File: src/rtl/sftx_pkg.sv
package sftx_pkg;

    localparam int MODE_W = 6;

    // bit 0 is the least significant field of the packed struct
    typedef struct packed {
        logic mp_fmt;
        logic two_stop;
        logic par_odd;
        logic par_en;
        logic len7;
        logic sync;
    } sftx_mode_t;

    typedef enum logic [3:0] {
        ST_IDLE,
        ST_ALIGN,
        ST_START,
        ST_DATA,
        ST_PARITY,
        ST_STOP1,
        ST_STOP2,
        ST_SYNC_LO,
        ST_SYNC_HI
    } sftx_state_e;

endpackage

File: src/rtl/sftx_frame_cfg.sv
module sftx_frame_cfg
    import sftx_pkg::*;
#(
    parameter int DATA_W  = 8,
    parameter int SHORT_W = 7,
    localparam int CNT_W  = $clog2(DATA_W + 1)
) (
    input  sftx_mode_t         mode,
    input  logic [DATA_W-1:0]  data,
    output logic [CNT_W-1:0]   nbits,
    output logic               send_par,
    output logic               par_bit,
    output logic               two_stop
);

    localparam logic [DATA_W-1:0] FULL_MASK  = {DATA_W{1'b1}};
    localparam logic [DATA_W-1:0] SHORT_MASK = {{(DATA_W-SHORT_W){1'b0}}, {SHORT_W{1'b1}}};

    logic short_char;
    logic [DATA_W-1:0] mask;

    always_comb begin
        short_char = mode.len7 && !mode.sync;
        mask       = short_char ? SHORT_MASK : FULL_MASK;
        nbits      = short_char ? CNT_W'(SHORT_W) : CNT_W'(DATA_W);
        // the multiprocessor flag overrides the parity enable
        send_par   = !mode.sync && mode.par_en && !mode.mp_fmt;
        par_bit    = (^(data & mask)) ^ mode.par_odd;
        two_stop   = !mode.sync && mode.two_stop;
    end

endmodule

File: src/rtl/sftx_shifter.sv
module sftx_shifter #(
    parameter int DATA_W = 8,
    localparam int CNT_W = $clog2(DATA_W + 1)
) (
    input  logic               clk,
    input  logic               rst_n,
    input  logic               load,
    input  logic [DATA_W-1:0]  load_data,
    input  logic [CNT_W-1:0]   load_nbits,
    input  logic               shift,
    output logic               cur_bit,
    output logic               last
);

    logic [DATA_W-1:0] sh_q;
    logic [CNT_W-1:0]  cnt_q;
    logic [CNT_W-1:0]  nb_q;

    always_ff @(posedge clk) begin
        if (!rst_n) begin
            sh_q  <= '0;
            cnt_q <= '0;
            nb_q  <= '0;
        end else if (load) begin
            sh_q  <= load_data;
            cnt_q <= '0;
            nb_q  <= load_nbits;
        end else if (shift) begin
            sh_q  <= {1'b0, sh_q[DATA_W-1:1]};
            cnt_q <= cnt_q + CNT_W'(1);
        end
    end

    always_comb begin
        cur_bit = sh_q[0];
        last    = (cnt_q == nb_q - CNT_W'(1));
    end

    // bit counter never runs past the loaded length
    assert_cnt_range_R5: assert property (@(posedge clk) disable iff (!rst_n)
        (nb_q != '0) |-> (cnt_q < nb_q));

endmodule

File: src/rtl/sftx_top.sv
module sftx_top
    import sftx_pkg::*;
#(
    parameter int DATA_W  = 8,
    parameter int SHORT_W = 7,
    localparam int CNT_W  = $clog2(DATA_W + 1)
) (
    input  logic               clk,
    input  logic               rst_n,
    input  logic [DATA_W-1:0]  tx_data,
    input  logic               tx_valid,
    output logic               tx_ready,
    input  logic [MODE_W-1:0]  mode_word,
    input  logic               bit_tick,
    output logic               ser_out,
    output logic               ser_clk,
    output logic               busy
);

    sftx_state_e state_q, state_d;
    sftx_mode_t  mode_in, mode_q;

    logic [CNT_W-1:0] cfg_nbits;
    logic cfg_send_par, cfg_par_bit, cfg_two_stop;
    logic send_par_q, par_bit_q, two_stop_q;
    logic accept, shift, cur_bit, last;

    assign mode_in = sftx_mode_t'(mode_word);
    assign accept  = tx_valid && (state_q == ST_IDLE);

    sftx_frame_cfg #(.DATA_W(DATA_W), .SHORT_W(SHORT_W)) i_cfg (
        .mode     (mode_in),
        .data     (tx_data),
        .nbits    (cfg_nbits),
        .send_par (cfg_send_par),
        .par_bit  (cfg_par_bit),
        .two_stop (cfg_two_stop)
    );

    sftx_shifter #(.DATA_W(DATA_W)) i_shift (
        .clk        (clk),
        .rst_n      (rst_n),
        .load       (accept),
        .load_data  (tx_data),
        .load_nbits (cfg_nbits),
        .shift      (shift),
        .cur_bit    (cur_bit),
        .last       (last)
    );

    // frame settings captured once per accepted byte
    always_ff @(posedge clk) begin
        if (!rst_n) begin
            mode_q     <= '0;
            send_par_q <= 1'b0;
            par_bit_q  <= 1'b0;
            two_stop_q <= 1'b0;
        end else if (accept) begin
            mode_q     <= mode_in;
            send_par_q <= cfg_send_par;
            par_bit_q  <= cfg_par_bit;
            two_stop_q <= cfg_two_stop;
        end
    end

    // state register
    always_ff @(posedge clk) begin
        if (!rst_n) state_q <= ST_IDLE;
        else        state_q <= state_d;
    end

    // next state
    always_comb begin
        state_d = state_q;
        unique case (state_q)
            ST_IDLE:    if (accept)   state_d = ST_ALIGN;
            ST_ALIGN:   if (bit_tick) state_d = mode_q.sync ? ST_SYNC_LO : ST_START;
            ST_START:   if (bit_tick) state_d = ST_DATA;
            ST_DATA:    if (bit_tick && last)
                            state_d = send_par_q ? ST_PARITY : ST_STOP1;
            ST_PARITY:  if (bit_tick) state_d = ST_STOP1;
            ST_STOP1:   if (bit_tick) state_d = two_stop_q ? ST_STOP2 : ST_IDLE;
            ST_STOP2:   if (bit_tick) state_d = ST_IDLE;
            ST_SYNC_LO: if (bit_tick) state_d = ST_SYNC_HI;
            ST_SYNC_HI: if (bit_tick) state_d = last ? ST_IDLE : ST_SYNC_LO;
            default:                  state_d = ST_IDLE;
        endcase
    end

    assign shift = bit_tick && !last &&
                   ((state_q == ST_DATA) || (state_q == ST_SYNC_HI));

    // outputs
    always_comb begin
        ser_out  = 1'b1;
        ser_clk  = 1'b1;
        tx_ready = 1'b0;
        busy     = 1'b1;
        unique case (state_q)
            ST_IDLE:    begin tx_ready = 1'b1; busy = 1'b0; end
            ST_ALIGN:   ser_out = 1'b1;
            ST_START:   ser_out = 1'b0;
            ST_DATA:    ser_out = cur_bit;
            ST_PARITY:  ser_out = par_bit_q;
            ST_STOP1:   ser_out = 1'b1;
            ST_STOP2:   ser_out = 1'b1;
            ST_SYNC_LO: begin ser_out = cur_bit; ser_clk = 1'b0; end
            ST_SYNC_HI: ser_out = cur_bit;
            default:    ser_out = 1'b1;
        endcase
    end

    assert_ready_drops_R2: assert property (@(posedge clk) disable iff (!rst_n)
        (tx_valid && tx_ready) |=> (!tx_ready && busy));

    assert_hold_between_ticks_R3: assert property (@(posedge clk) disable iff (!rst_n)
        (busy && !bit_tick) |=> ($stable(ser_out) && $stable(ser_clk)));

    assert_parity_only_async_R7: assert property (@(posedge clk) disable iff (!rst_n)
        (state_q == ST_PARITY) |-> (!mode_q.sync && mode_q.par_en && !mode_q.mp_fmt));

    assert_second_stop_R8: assert property (@(posedge clk) disable iff (!rst_n)
        (state_q == ST_STOP2) |-> (mode_q.two_stop && !mode_q.sync));

    assert_sclk_sync_only_R10: assert property (@(posedge clk) disable iff (!rst_n)
        !ser_clk |-> mode_q.sync);

    assert_mode_frozen_R11: assert property (@(posedge clk) disable iff (!rst_n)
        busy |=> (!busy || $stable(mode_q)));

endmodule

File: config.mk
export PLATFORM = sky130hd
export DESIGN_NAME = sftx_top
export DESIGN_NICKNAME = d
export VERILOG_FILES = /design/src/rtl/sftx_pkg.sv /design/src/rtl/sftx_frame_cfg.sv /design/src/rtl/sftx_shifter.sv /design/src/rtl/sftx_top.sv
export SDC_FILE = /design/constraint.sdc
export NUM_CORES = 1
export LEC_CHECK = 0
export BUFFER_PORTS_ARGS = -buffer_cell sky130_fd_sc_hd__buf_2
export CORE_MARGIN = 3
export CORE_UTILIZATION = 54
export CTS_CLUSTER_DIAMETER = 120
export DETAILED_ROUTE_END_ITERATION = 16
export GPL_TIMING_DRIVEN = 1
export PLACE_DENSITY = 0.77
export SLEW_MARGIN = 20
export SYNTH_ARGS = -nofsm -noshare
export SYNTH_HDL_FRONTEND = slang
export SYNTH_SLANG_ARGS = --single-unit
File: constraint.sdc
create_clock -name clk -period 2.1 [get_ports clk]
set_input_delay 0.42 -clock clk [delete_from_list [all_inputs] [get_ports clk]]
set_output_delay 0.42 -clock clk [all_outputs]
set_load 0.005 [all_outputs]
# After elaboration in Yosys (flattened, before gate mapping)

Index checks and enable logic that the tools add are counted.

Mux-type cells: 22
Equal/unequal tests: 18
Reductions and logical operators: 18
Bitwise logic cells: 3
$add $sub $neg: 2

Operator list:

| cell                                              | count |
|---|---|
| 2-to-1 mux 4 bit                                  | 10 |
| case mux 4 bit (9 select lines)                   | 1 |
| 2-to-1 mux 8 bit                                  | 3 |
| != test 2 bit (second input constant)             | 9 |
| == test 4 x 3 -> 1 bit (second input constant)    | 4 |
| 2-to-1 mux 3 bit                                  | 3 |
| AND reduction 9 bit                               | 1 |
| AND 8 bit                                         | 1 |
| == test 4 x 2 -> 1 bit (second input constant)    | 2 |
| logical AND 1 bit                                 | 8 |
| XOR reduction 8 bit                               | 1 |
| adder 4 x 1 -> 4 bit (second input constant)      | 1 |
| == test 4 x 1 -> 1 bit (second input constant)    | 1 |
| == test 4 bit                                     | 1 |
| == test 4 bit (second input constant)             | 1 |
| zero test 4 bit                                   | 1 |
| 2-to-1 mux 1 bit                                  | 4 |
| subtractor 4 x 1 -> 4 bit (second input constant) | 1 |
| zero test 1 bit                                   | 3 |
| case mux 1 bit (3 select lines)                   | 1 |
| OR reduction 3 bit                                | 1 |
| nonzero test 2 bit                                | 1 |
| OR reduction 2 bit                                | 1 |
| logical OR 1 bit                                  | 1 |
| other kinds (2)                                   | 2 |

Output and inout bits: 4
Input bits: 18
Logic and storage cells: 71
Register bits after elaboration: 24

# Logic depth before layout (Yosys ltp)

Gate-level depths: netlist of run 1.

Depth after elaboration: 7
Depth in mapped cells: 7
Gate-level depth less buffers: 5

# By module

Synthesis of run 1 repeated with hierarchy kept, for this count alone.

Cell total of the unflattened synthesis: 170
Area total of the unflattened synthesis: 1442.6 um^2

By module, submodules not included:

| module         | instances | area each (um^2) | cells an instance | seq. area each (um^2) |
|---|---|---|---|---|
| sftx_shifter   | 1         | 745.7            | 76                | 320.3 |
| sftx_top       | 1         | 571.8            | 79                | 160.2 |
| sftx_frame_cfg | 1         | 125.1            | 15                | 0.0 |

# Worst setup path after synthesis of run 1

OpenSTA, ideal clock, no wires.

Kind: register -> output
From: reg state_q[2]
To: out ser_out
Arrival: 1257 ps
Stages on the path, launching flop included: 7
Required time: 1680 ps
Slack: 423 ps
Cells stage by stage: dfxtp_1 clkbuf_1 inv_1 nor3_1 a21oi_1 o21ai_0 o21ai_0

Longest elaborated chain between the ends: 3

Ends and longest elaborated chain:

| what                                           | RTL line       | source |
|---|---|---|
| start: declaration                             | sftx_top.sv:20 | `sftx_state_e state_q, state_d;` |
| start signal: assignment                       | sftx_top.sv:69 | `else state_q <= state_d;` |
| == test 4 x 2 -> 1 bit (tied with other cells) | sftx_top.sv:99 | `unique case (state_q)` |
| OR reduction 3 bit (no source line)            | -              |  |
| case mux 1 bit (3 select lines) *              | sftx_top.sv:99 |  |
| end: declaration                               | sftx_top.sv:15 | `output logic ser_out,` |

Every way passes the cells marked *; elsewhere a longest branch is shown, timed or not.

# Worst setup path in the final report of run 1

From: reg state_q[1]
To: out ser_out

Same word-level chain as after synthesis.

==> impl_metrics.yaml, run 1 <==
sta:
  clock_skew_ps: 4.64
  finalSetupViolations: 0
  fmax_ghz: 0.511
  finalCritPeriodShare: 0.933
  fin_ws_ps: 141
  hold_viol_final: 0
  finalMaxSlewViolations: 0
  finalHoldWorstSlack_ps: 354
  fin_crit_ps: 1960
  max_slew.worst_pin.slew_ps: 376
  slew-limit-headroom: 0.742
  rsz0062_at_grt: "no"
  fin_tns_setup_ps: 0
die:
  std_cell_rows: 16
  die_height_microns: 54.0
  start_util: 0.604
  die_x_microns: 54.0
  core_sq_um: 2060
  io_pins: 22
  die_area_sq_um: 2920
synth:
  yosysMostFrequentCell: "dfxtp_1"
  synth_top_flop_cell: "dfxtp_1"
  synth_top_cells_by_count: "22 x dfxtp_1, 17 x a21oi_1, 12 x o21ai_0, 11 x mux2i_1, 10 x nand2_1"
  yosysSeqAreaShare: 0.354
  yosysTopAreaCellShare: 0.354
  synth.area.top_cells: "dfxtp_1 35%, mux2i_1 8.8%, a21oi_1 6.8%"
  netlist_instances: 145
  synth-xor-area-share: 0.0744
  synth_top_family_by_area: "compound AO/OA/AOI/OAI gates"
  synth_compound_area_frac: 0.249
  synth_edf_count: 0
  synthSimpleGateAreaFrac: 0.169
  async_flop_share: 0
  avgSynthCellArea_sq_um: 8.59
  synth_warnings: 0
  synth.distinct_cells: 39
  synth_nets: 164
  netlist_area_sq_um: 1240
  synthAdderAreaFrac: 0.0101
  ys_ff_latch: 22
  synth_area_leader_cell: "dfxtp_1"
  muxShareOfSynthArea: 0.0884
grt:
  grt_start_max_net_pins: 20
  grt_pass1_wl_microns: 4310
  grt_overflow: 0
  antenna_found_initial: 0
  first_global_vias: 1012
  grt.total_usage: 0.202
min_path:
  min-delay-start: "tx_data[7]"
  hold_depth: 3
  holdCritPathClass: "in2reg"
  hold_path_end: "i_shift.sh_q[7]"
cts:
  cts.sinks: 22
  cts_hold_buf: 0
  cts_root_buffer: "clkbuf_4"
  htree_levels: 1
  cts_buffer_depth: 2
  cts_tree: "built"
  cts_setup_buffers: 0
  cts_buffers: 3
  clkSlewWorstSetupHoldPaths_ps: 120
  clk_latency_ps: 310
  post_cts_resized: 0
critical_path:
  path_cells: "buf_4, nor3_1, a21oi_1, o21ai_0, o21ai_0, buf_2"
  startpoint_type: "flip-flop"
  critPathMaxStageDelay_ps: 450
  crit_fanout: 11
  cp_num_buf_inv: 2
  reg2reg_to: "i_shift.cnt_q[3]"
  path_delay_family: "flip-flops"
  crit_type: "reg2out"
  worstSetupStartpoint: "state_q[1]"
  worstRegToRegCells: 5
  cp-end-kind: "output pin"
  arrival_ps: 1540
  r2r_start: "state_q[0]"
  cpMostUsedCell: "o21ai_0"
  critical_path.slowest_cell: "dfxtp_1"
  ff2ff_setup_slack_ps: 240
  cp.required_ps: 1680
detailed_routing:
  route.detailed.drc: 0
  via_count: 1076
  avgViaCountPerCell: 5.63
  wirelength_microns: 2500
  initialDrtViolationCount: 19
  dr.pass1.iters: 4
  wl_per_cell_microns: 13.1
  antenna_left: 0
placement:
  dp.cells: 188
  io_buffers: 21
  gp_congestion: 0.811
  dpl.hpwl_microns: 1880
  dpl_worst_slack_ps: 283
  placed_area_sq_um: 1380
finish:
  nNetsFinal: 185
  fin_cells: 191
  area_growth_pct: 12.3
  post-route-util: 0.678
  layout-drive-gt1-share: 0.213
  fin_area_sq_um: 1400
  n_antenna_cell: 0
pwr:
  power.total_mw: 1.55
  ir_worst_vdd_v: 0.000708
  p_leak_nw: 0.599
  p_per_area_nw_per_um2: 1110
job:
  drv_cap: 0
run_status:
  status: "finished clean"
cells by family (layout without fill, tap and decap cells):
| group | after synthesis | after routing |
|---|---|---|
| xor+xnor | 9 | 9 |
| flops | 22 | 22 |
| mux | 11 | 11 |
| simple gates | 39 | 39 |
| fa+ha+maj | 1 | 1 |
| compound gates | 47 | 47 |
| buf+inv | 16 | 35 |
registers in the layout, summed over array words and instances, names as in the netlist:
signal and count:
i_shift.sh_q 8, mode_q 1, send_par_q 1, i_shift.cnt_q 4, par_bit_q 1, state_q 4
i_shift.nb_q 2, two_stop_q 1
worst reg2reg max path: stages, from the launching register on:
cell and delay, ps:
dfxtp_1 590, and3b_1 290, a21o_1 160, o2111ai_4 210, or3_1 390, a21oi_1 150
metal layers:
metal	track usage	part of all wire	vias to the layer above
li1	-	-	555
met2	0.317	0.45	21
met3	0.0332	0.034	4
met4	0.0871	0.014	0
met1	0.271	0.50	496
met5	0	0	-
worst max-delay path by stage:
stage | cells after the start | endpoint | slack (ps)
global placement | 5 | i_shift.cnt_q[3] | 370
CTS | 6 | ser_out | 120
detailed placement | 5 | i_shift.cnt_q[3] | 280
global route | 6 | ser_out | 30
finish | 6 | ser_out | 140
floorplan | 6 | ser_out | 420
area by class of cell:
class                           count  area (sq um)
Inverter                            6          22.5
Tap cell                           27          33.8
Multi-Input combinational cell    107           736
Sequential cell                    22           440
Fill cell                         181           664
Clock buffer                        3          22.5
Timing Repair Buffer               26           143
report_power, final:
part	switching [mW]	internal (mW)
sequential	0.0908	0.517
clock	0.129	0.0671
combinational	0.409	0.336
total	0.628	0.921
layout by cell type (no fill, tap or decap), types with 3 or more instances in the layout:
cell type / n
nor2b_1: 4
a21oi_1: 17
mux2i_1: 11
nand2_1: 10
clkbuf_4: 3
a21boi_0: 4
dfxtp_1: 22
nor2_1: 8
o21ai_0: 12
buf_4: 5
nand3_1: 4
buf_2: 21
inv_1: 6
xnor2_1: 6
Note: power is estimated with default switching activity, not from simulation.
==> run 2, diff against run 1 <==
CORE_UTILIZATION = 55   (was 54)
CTS_BUF_LIST = sky130_fd_sc_hd__clkbuf_8   (was default)
PLACE_DENSITY = 0.79   (was 0.77)
==> impl_metrics.yaml, run 2 (synthesized netlist as in run 1, its figures left out) <==
detailed_routing:
  wl_per_cell_microns: 13.7
  antenna_left: 0
  route.detailed.drc: 0
  wirelength_microns: 2650
  avgViaCountPerCell: 5.63
  dr.pass1.iters: 4
  initialDrtViolationCount: 18
  via_count: 1086
die:
  die_height_microns: 53.6
  std_cell_rows: 16
  start_util: 0.610
  core_sq_um: 2040
  die_x_microns: 53.6
  io_pins: 22
  die_area_sq_um: 2870
critical_path:
  cp_num_buf_inv: 2
  critical_path.slowest_cell: "dfxtp_1"
  startpoint_type: "flip-flop"
  path_cells: "inv_1, nor3_1, a21oi_1, o21ai_0, o21ai_0, buf_2"
  crit_type: "reg2out"
  critPathMaxStageDelay_ps: 420
  cp-end-kind: "output pin"
  cpMostUsedCell: "o21ai_0"
  cp.required_ps: 1680
  path_delay_family: "flip-flops"
  arrival_ps: 1500
  crit_fanout: 6
grt:
  grt.total_usage: 0.219
  first_global_vias: 1049
  grt_start_max_net_pins: 20
  antenna_found_initial: 0
  grt_pass1_wl_microns: 4560
  grt_overflow: 0
finish:
  largest_register: "i_shift.sh_q"
  area_growth_pct: 16.8
  post-route-util: 0.712
  reg_top3: "i_shift.sh_q: 8 flops, i_shift.cnt_q: 4 flops, state_q: 4 flops"
  layout_commonest_cell: "dfxtp_1"
  nNetsFinal: 186
  fin_area_sq_um: 1450
  layout-drive-gt1-share: 0.223
  n_antenna_cell: 0
  fin_cells: 193
  layout_common_cells: "22 x dfxtp_1, 21 x buf_2, 17 x a21oi_1"
  largest_reg_flops: 8
sta:
  max_slew.worst_pin.slew_ps: 406
  finalSetupViolations: 0
  fmax_ghz: 0.521
  clock_skew_ps: 1.23
  slew-limit-headroom: 0.721
  fin_crit_ps: 1920
  rsz0062_at_grt: "no"
  finalCritPeriodShare: 0.915
  hold_viol_final: 0
  fin_tns_setup_ps: 0
  finalMaxSlewViolations: 0
  fin_ws_ps: 179
cts:
  cts_buffer_depth: 2
  cts_setup_buffers: 0
  post_cts_resized: 0
  clkSlewWorstSetupHoldPaths_ps: 80
  clk_latency_ps: 270
  cts.sinks: 22
  cts_hold_buf: 0
  htree_levels: 1
  cts_buffers: 3
  cts_root_buffer: "clkbuf_8"
  cts_tree: "built"
placement:
  dpl_worst_slack_ps: 324
  placed_area_sq_um: 1380
  dp.cells: 189
  dpl.hpwl_microns: 1940
  gp_congestion: 0.798
  io_buffers: 21
run_status:
  status: "finished clean"
pwr:
  p_comb_frac: 0.433
  p_int_mw: 1.12
  p_clk_frac: 0.226
  netSwitchingPower_mw: 0.662
  swShare: 0.372
  p_leak_nw: 0.626
  p_per_area_nw_per_um2: 1230
  ir_worst_vdd_v: 0.000826
  pwr-share-seq: 0.341
job:
  drv_cap: 0
min_path:
  holdCritPathClass: "in2reg"
## run 2: changes by cell type in the layout (fill, tap and decap cells not counted)
| cell | delta |
|---|---|
| clkbuf_8 | +3 |
| bufinv_16 | +1 |
| buf_4 | +1 |
| clkbuf_4 | -3 |
## run 2: worst paths after layout
path | start | to | slack [ps] | depth (start not counted)
setup / recovery | state_q[2] | ser_out | 180 | 6
hold / removal | tx_data[7] | i_shift.sh_q[7] | 390 | 3
setup reg to reg | i_shift.cnt_q[3] | i_shift.sh_q[4] | 300 | 6
hold reg to reg | i_shift.sh_q[7] | i_shift.sh_q[7] | 480 | 2
## run 2: routing by layer
layer  GRT usage  vias up  wire length [microns]
met1       0.276      504                   1270
met3      0.0416        5                     95
met5           0        -                      0
li1            -      556                      -
met4      0.0766        0                     35
met2       0.371       21                   1250
## run 2: cell type report
type	count	area, sq um
sequential	22	440
timing repair buffer	27	150
clock inverter	1	30.0
inverter	6	22.5
tap	27	33.8
multi-input combinational	107	736
fill	180	588
clock buffer	3	41.3
## run 2: per-stage QoR
stage               hold slack, ps  total power [mW]
floorplan                      442              1.16
global placement               465              1.35
detailed placement             469              1.38
CTS                            390              1.79
global route                   417              1.91
finish                         394              1.78
## run 2: worst min-delay path, cell delays in order
cell	delay (ps)
buf_2	100
nand2_1	50
a21boi_1	50
## run 2: power by group through the flow
stage	Clock, mW	Sequential (mW)	Combinational, mW
final	0.403	0.607	0.771
after global placement	0	0.606	0.747
after global routing	0.421	0.618	0.868
after detailed placement	0	0.613	0.764
after CTS	0.410	0.605	0.773
after floorplan	0	0.584	0.577
